File: src/rtl/ldst_pkg.sv
package ldst_pkg;

    typedef enum logic [2:0] {
        S_IDLE,
        S_DECODE,
        S_GETIMM,
        S_GETOFS,
        S_FORM,
        S_XFER,
        S_LDLAST,
        S_PTRWB
    } seq_state_t;

    typedef struct packed {
        logic       is_store;
        logic       mp_class;
        logic [2:0] data_idx;
        logic [2:0] ofs_idx;
        logic       writeback;
        logic       pre_add;
        logic       use_imm;
        logic [1:0] ptr_sel;
    } ins_fields_t;

endpackage

File: src/rtl/ldst_decode.sv
module ldst_decode
    import ldst_pkg::*;
(
    input  logic [15:0] word,
    output ins_fields_t fld,
    output logic        valid
);
    localparam logic [2:0] GROUP_OP = 3'b011;

    always_comb begin
        valid          = (word[15:13] == GROUP_OP);
        fld.is_store   = word[12];
        fld.mp_class   = word[11];
        fld.data_idx   = word[10:8];
        fld.ofs_idx    = word[7:5];
        fld.writeback  = word[4];
        fld.pre_add    = word[3];
        fld.use_imm    = word[2];
        fld.ptr_sel    = word[1:0];
    end
endmodule

File: src/rtl/ldst_agen.sv
module ldst_agen #(
    parameter int DW = 16
) (
    input  logic [DW-1:0] base,
    input  logic [DW-1:0] offset,
    input  logic          pre_add,
    output logic [DW-1:0] acc_addr,
    output logic [DW-1:0] upd_addr
);
    logic [DW-1:0] sum;

    always_comb begin
        sum      = base + offset;
        upd_addr = sum;
        acc_addr = pre_add ? sum : base;
    end
endmodule

File: src/rtl/ldst_seq.sv
module ldst_seq
    import ldst_pkg::*;
#(
    parameter int DW = 16,
    parameter int IW = 3,
    parameter int PW = 2,
    parameter int CW = 3
) (
    input  logic          clk,
    input  logic          rst_n,
    input  logic          start,
    input  logic [15:0]   instr,
    input  logic [DW-1:0] imm_word,
    input  logic          mw_en,
    input  logic [CW-1:0] words_m1,
    input  logic [DW-1:0] rf_rdata,
    input  logic [DW-1:0] mem_rdata,
    output logic [IW:0]   rf_raddr,
    output logic          rf_we,
    output logic [IW:0]   rf_waddr,
    output logic [DW-1:0] rf_wdata,
    output logic [DW-1:0] mem_addr,
    output logic          mem_we,
    output logic [DW-1:0] mem_wdata,
    output logic          busy,
    output logic          done
);
    localparam int RAW = IW + 1;

    seq_state_t    state, nxt;
    ins_fields_t   dec, fld;
    logic          dec_valid;
    logic [DW-1:0] base_q, off_q, addr_q, upd_q;
    logic [DW-1:0] acc_a, upd_a;
    logic [CW-1:0] k_q, last_q;
    logic [RAW-1:0] ld_waddr_q, ptr_addr, cur_addr;
    logic [IW-1:0] cur_idx;
    logic          ptr_hit_q, last_word;

    function automatic logic [RAW-1:0] reg_addr(input logic cls, input logic [IW-1:0] i);
        return cls ? {1'b1, {(IW-PW){1'b0}}, i[PW-1:0]} : {1'b0, i};
    endfunction

    ldst_decode u_dec (
        .word  (instr),
        .fld   (dec),
        .valid (dec_valid)
    );

    ldst_agen #(.DW(DW)) u_agen (
        .base     (base_q),
        .offset   (off_q),
        .pre_add  (fld.pre_add),
        .acc_addr (acc_a),
        .upd_addr (upd_a)
    );

    assign ptr_addr  = {1'b1, {(IW-PW){1'b0}}, fld.ptr_sel};
    assign cur_idx   = fld.data_idx + IW'(k_q);
    assign cur_addr  = reg_addr(fld.mp_class, cur_idx);
    assign last_word = (k_q == last_q);

    always_comb begin
        nxt = state;
        unique case (state)
            S_IDLE:   if (start && dec_valid) nxt = S_DECODE;
            S_DECODE: begin
                if (fld.use_imm)                        nxt = S_GETIMM;
                else if (fld.writeback || fld.pre_add)  nxt = S_GETOFS;
                else                                    nxt = S_FORM;
            end
            S_GETIMM: nxt = S_FORM;
            S_GETOFS: nxt = S_FORM;
            S_FORM:   nxt = S_XFER;
            S_XFER: begin
                if (last_word) begin
                    if (!fld.is_store)      nxt = S_LDLAST;
                    else if (fld.writeback) nxt = S_PTRWB;
                    else                    nxt = S_IDLE;
                end
            end
            S_LDLAST: nxt = fld.writeback ? S_PTRWB : S_IDLE;
            S_PTRWB:  nxt = S_IDLE;
            default:  nxt = S_IDLE;
        endcase
    end

    always_ff @(posedge clk) begin
        if (!rst_n) begin
            state      <= S_IDLE;
            fld        <= '0;
            base_q     <= '0;
            off_q      <= '0;
            addr_q     <= '0;
            upd_q      <= '0;
            k_q        <= '0;
            last_q     <= '0;
            ld_waddr_q <= '0;
            ptr_hit_q  <= 1'b0;
        end else begin
            state <= nxt;
            unique case (state)
                S_IDLE: begin
                    if (start && dec_valid) begin
                        fld       <= dec;
                        last_q    <= mw_en ? words_m1 : '0;
                        ptr_hit_q <= 1'b0;
                    end
                end
                S_DECODE: begin
                    base_q <= rf_rdata;
                    off_q  <= '0;
                end
                S_GETIMM: off_q <= imm_word;
                S_GETOFS: off_q <= rf_rdata;
                S_FORM: begin
                    addr_q <= acc_a;
                    upd_q  <= upd_a;
                    k_q    <= '0;
                end
                S_XFER: begin
                    k_q        <= k_q + 1'b1;
                    ld_waddr_q <= cur_addr;
                    if (!fld.is_store && cur_addr == ptr_addr) ptr_hit_q <= 1'b1;
                end
                default: ;
            endcase
        end
    end

    always_comb begin
        busy      = (state != S_IDLE);
        done      = 1'b0;
        rf_raddr  = '0;
        rf_we     = 1'b0;
        rf_waddr  = '0;
        rf_wdata  = '0;
        mem_addr  = '0;
        mem_we    = 1'b0;
        mem_wdata = '0;
        unique case (state)
            S_DECODE: rf_raddr = ptr_addr;
            S_GETOFS: rf_raddr = {1'b0, fld.ofs_idx};
            S_XFER: begin
                mem_addr = addr_q + DW'(k_q);
                if (fld.is_store) begin
                    rf_raddr  = cur_addr;
                    mem_we    = 1'b1;
                    mem_wdata = rf_rdata;
                    done      = last_word && !fld.writeback;
                end else if (k_q != '0) begin
                    rf_we    = 1'b1;
                    rf_waddr = ld_waddr_q;
                    rf_wdata = mem_rdata;
                end
            end
            S_LDLAST: begin
                rf_we    = 1'b1;
                rf_waddr = ld_waddr_q;
                rf_wdata = mem_rdata;
                done     = !fld.writeback;
            end
            S_PTRWB: begin
                rf_we    = !ptr_hit_q;
                rf_waddr = ptr_addr;
                rf_wdata = upd_q;
                done     = 1'b1;
            end
            default: ;
        endcase
    end
endmodule

File: config.mk
export PLATFORM = sky130hd
export DESIGN_NAME = ldst_seq
export DESIGN_NICKNAME = d
export VERILOG_FILES = /design/src/rtl/ldst_pkg.sv /design/src/rtl/ldst_decode.sv /design/src/rtl/ldst_agen.sv /design/src/rtl/ldst_seq.sv
export SDC_FILE = /design/constraint.sdc
export NUM_CORES = 1
export LEC_CHECK = 0
export ABC_CLOCK_PERIOD_IN_PS = 2530
export BUFFER_PORTS_ARGS = -buffer_cell sky130_fd_sc_hd__buf_2
export CORE_AREA = 5 5 140 142
export CTS_BUF_LIST = sky130_fd_sc_hd__clkbuf_8
export DETAILED_ROUTE_END_ITERATION = 10
export DIE_AREA = 0 0 145 147
export RECOVER_POWER = 25
export SYNTH_ARGS = -nofsm -noshare
export SYNTH_HDL_FRONTEND = slang
export SYNTH_SLANG_ARGS = --single-unit
File: constraint.sdc
create_clock -name clk -period 2.53 [get_ports clk]
set_input_delay 0.506 -clock clk [delete_from_list [all_inputs] [get_ports clk]]
set_output_delay 0.506 -clock clk [all_outputs]
set_load 0.005 [all_outputs]
==> flow_summary.rst <==
.. list-table::
   :header-rows: 1

   * - Metric
     - Value
   * - CTS sink count
     - 91
   * - DR vias
     - 5,234
   * - Ratio of final minimum period to clock period
     - 107%
   * - Layout Utilization
     - 37.1%
   * - Arrival @ worst endpoint
     - 2.19 ns
   * - IO Port Bufs
     - 130
   * - Required time at the worst-slack endpoint
     - 2.02 ns
   * - Number of setup violations in the final report
     - 27
   * - Total Nets Final
     - 931
   * - Cell Rows
     - 50
   * - Transition at the pin with the smallest max-transition slack
     - 1.24 ns
   * - Global-route track usage on met1
     - 20.8%
   * - Post-Route Skew
     - 0.0145 ns
   * - GR Overflow Total
     - 0
   * - Sequential share of power
     - 48.5%
   * - Fraction of power consumed by the clock network
     - 28.7%
   * - Cells taking the most area after synthesis
     - sky130_fd_sc_hd__dfxtp_1, sky130_fd_sc_hd__a21oi_1, sky130_fd_sc_hd__nand2_1, sky130_fd_sc_hd__ha_1, sky130_fd_sc_hd__xor2_1
   * - Vias in the first global route
     - 4,960
   * - Run status
     - finished, violations left
   * - Unrepaired setup endpoints after global routing
     - true
   * - Clk pin slew, worst setup/hold paths
     - 0.09 ns
   * - Power density over cell area
     - 506 mW/mm²
   * - Share of final-layout standard cells stronger than drive strength 1
     - 26.5%
   * - Max Clock Freq
     - 370 MHz
   * - Chip Height
     - 147 µm
   * - Worst-case setup margin in the final layout
     - -0.171 ns
   * - Cell breakdown of the critical path
     - buf_6 -> inv_2 -> ha_2 -> nand2b_4 -> a31oi_4 -> nor2b_4 -> and2_1 -> maj3_2 -> and2_4 -> buf_6
   * - Synth cell types
     - 59
   * - Avg Synthesized Cell Area
     - 7.58 µm²
   * - Placeable Area
     - 0.0183 mm²
   * - Remaining max-slew budget at the tightest pin
     - 17.6%
   * - Area of the mapped netlist
     - 0.00538 mm²
   * - Register area share after synthesis
     - 33.9%
   * - Most frequent CP cell
     - sky130_fd_sc_hd__buf_6
   * - Commonest cells post-synth
     - sky130_fd_sc_hd__nand2_1, sky130_fd_sc_hd__a21oi_1, sky130_fd_sc_hd__dfxtp_1
   * - GRT met2 Usage
     - 21.9%
   * - CP max stage delay
     - 0.37 ns
   * - Count of routing violations after the opening detailed-route iteration
     - 350
   * - Fraction of power consumed by combinational cells
     - 22.8%
   * - Failing checks
     - negative setup slack
   * - Placer Congestion
     - 0.836
   * - Die footprint
     - 0.0213 mm²
   * - Initial core utilization
     - 29.3%
   * - EDFF count, synth
     - 0
   * - Min cycle time layout
     - 2.70 ns
   * - IR drop worst, VDD
     - 218 µV
   * - Internal Dissipation
     - 2.36 mW
   * - Worst Setup Slack post-DPL
     - 0.0779 ns
   * - Switching share of power
     - 31.2%
   * - Number of instances in the synthesized netlist
     - 709
   * - Skew-Pair Late Insertion Delay
     - 0.37 ns
   * - Cts bufs inserted
     - 9
   * - Final Slew Violations
     - 0
   * - Die Span X
     - 145 µm
   * - Kind of start point of the critical path
     - register
   * - Clock Root Buffer
     - sky130_fd_sc_hd__clkbuf_8
   * - Synth area leader
     - sky130_fd_sc_hd__dfxtp_1
   * - Number of nets in the synthesized netlist
     - 804
   * - Detailed-route DRC error count
     - 0
   * - Placed wire-length estimate after detailed placement
     - 12,500 µm
   * - Register bit total from synthesis
     - 91
   * - Async S/R FF share, synth
     - 0%
   * - Average wire per cell in the routed design
     - 15.2 µm
   * - Clock tree from TritonCTS
     - yes
   * - Predominant post-synthesis flop cell
     - sky130_fd_sc_hd__dfxtp_1
   * - Min-delay worst type
     - in -> reg
   * - Count of warnings emitted by yosys
     - 0
   * - Crit Path Category
     - reg -> out
   * - Detailed-route wire length
     - 16,300 µm
   * - Number of antenna violations at the first check in global routing
     - 0
   * - CTS Hold Bufs
     - 0
   * - Reported max-cap violation count
     - 0
   * - Number of top-level pins
     - 131
   * - Wire length of the first global-routing pass
     - 25,900 µm
   * - Largest delay contributor family on the critical path
     - adder cells
   * - Buffer depth of the longest clock path
     - 2
   * - Final hold violations
     - 0
   * - Post-synthesis to final-layout area growth
     - 26.3%
   * - Endpoint type of the worst setup path
     - primary output
   * - GR Layer Usage met3
     - 3.39%
   * - Leakage dissipation
     - 2.86 nW
   * - Largest net degree at the start of global routing
     - 42
   * - Largest fanout of any net on the critical path
     - 5
   * - Number of levels the H-tree was split into
     - 3
   * - Top cell type's share of synthesized area
     - 33.9%
   * - Cell type of the slowest stage on the worst timing path
     - sky130_fd_sc_hd__dfxtp_4
   * - Length of the first detailed-routing pass in iterations
     - 5
   * - Most used routing layer in global routing
     - met2
   * - Fillers
     - 1,951
   * - Post-detailed-route count of antenna-violating nets
     - 0
   * - Psw
     - 1.07 mW
   * - Antenna diode count
     - 0
   * - Overall track demand over capacity in global routing
     - 14.6%
   * - DR vias/cell
     - 4.87
   * - Most repeated cell in the gate-level netlist after synthesis
     - sky130_fd_sc_hd__nand2_1
   * - Number of buffers and inverters on the critical path
     - 3
## placed cells by master (no fill, tap or decap), types with 10 or more instances in the layout
master	Yosys	layout
sky130_fd_sc_hd__o21ai_0	39	37
sky130_fd_sc_hd__clkbuf_8	1	11
sky130_fd_sc_hd__dfxtp_1	91	82
sky130_fd_sc_hd__nand2_1	119	118
sky130_fd_sc_hd__inv_1	24	24
sky130_fd_sc_hd__a21oi_1	91	90
sky130_fd_sc_hd__and2_1	22	20
sky130_fd_sc_hd__a22o_1	18	18
sky130_fd_sc_hd__xnor2_1	11	10
sky130_fd_sc_hd__ha_1	21	17
sky130_fd_sc_hd__buf_2	7	128
sky130_fd_sc_hd__xor2_1	23	22
sky130_fd_sc_hd__nor2_1	53	50
sky130_fd_sc_hd__buf_4	0	27
sky130_fd_sc_hd__nand3_1	18	17
sky130_fd_sc_hd__a211oi_1	16	16
sky130_fd_sc_hd__a311oi_1	10	10
## what timing repair did
action	4_1_cts	5_1_grt
resized for setup	24	38
setup buffers	3	3
pin swaps	9	14
setup endpoints to repair	36	55
cloned	0	2
## cell type report
| cell class | count | area [µm²] | share of cell area [%] |
|---|---|---|---|
| clock buffers | 11 | 151 | 2.23 |
| clock inverters | 4 | 42.5 | 0.626 |
| inverters | 25 | 93.8 | 1.38 |
| multi-input cells | 543 | 3410 | 50.2 |
| flip-flops and latches | 91 | 1840 | 27.0 |
| well taps | 234 | 293 | 4.31 |
| repair buffers | 166 | 967 | 14.2 |
## path summary, 6_finish.rpt
check | slack (ns) | cells past startpoint | start | end
worst max register to register | 0.30 | 8 | base_q[0] | addr_q[8]
worst max-delay path | -0.17 | 10 | k_q[0] | rf_waddr[3]
worst min register to register | 0.46 | 2 | fld[5] | fld[5]
worst min-delay path | 0.36 | 3 | instr[1] | fld[1]
## power by group through the flow
stage | combinational [mW] | clock, mW | sequential [mW]
floorplan | 0.555 | 0 | 1.64
global placement | 0.767 | 0 | 1.68
detailed placement | 0.773 | 0 | 1.69
CTS | 0.784 | 1.00 | 1.66
global route | 0.888 | 1.07 | 1.68
finish | 0.784 | 0.985 | 1.66
## logic make-up (layout without fill, tap and decap cells)
logic type / Yosys count / after routing / synth area share, %
adders and majority gates: 25 / 25 / 6.19
buffers and inverters: 75 / 206 / 5.93
AOI/OAI and AO/OA: 210 / 210 / 24.3
muxes: 7 / 7 / 1.30
DFF: 91 / 91 / 33.9
xor gates and xnor gates: 34 / 34 / 5.54
and+or+nand+nor: 267 / 267 / 22.9
## sequential cells by signal (all words and copies together), names as in the netlist
signal	flops
state	3
ptr_hit_q	1
ld_waddr_q	4
fld	13
base_q	16
last_q	3
addr_q	16
off_q	16
k_q	3
upd_q	16
## worst min-delay path: cells and delay by family
family / cells / cell delay [ns]
buf+inv: 1 / 0.09
compound gates: 1 / 0.05
simple gates: 1 / 0.04
## per-layer routing
metal  vias up  wire [µm]  part of all wire (%)
met1      2378       8110                    50
met4         0        183                   1.1
met5         -          0                     0
met3        13        937                   5.7
met2       127       7120                    44
li1       2716          -                     -
## stage by stage
stage               hold WS, ns  instances  total power [mW]  area, µm²  TNS (ns)
global placement          0.444       1051              2.45       6320         0
CTS                       0.355       1069              3.45       6590    -0.485
detailed placement        0.449       1051              2.46       6320         0
finish                    0.361       1074              3.43       6790    -0.886
floorplan                 0.432        709              2.20       5380         0
global route              0.363       1074              3.64       6790     -5.34
Power figures use the tool's default switching activity.
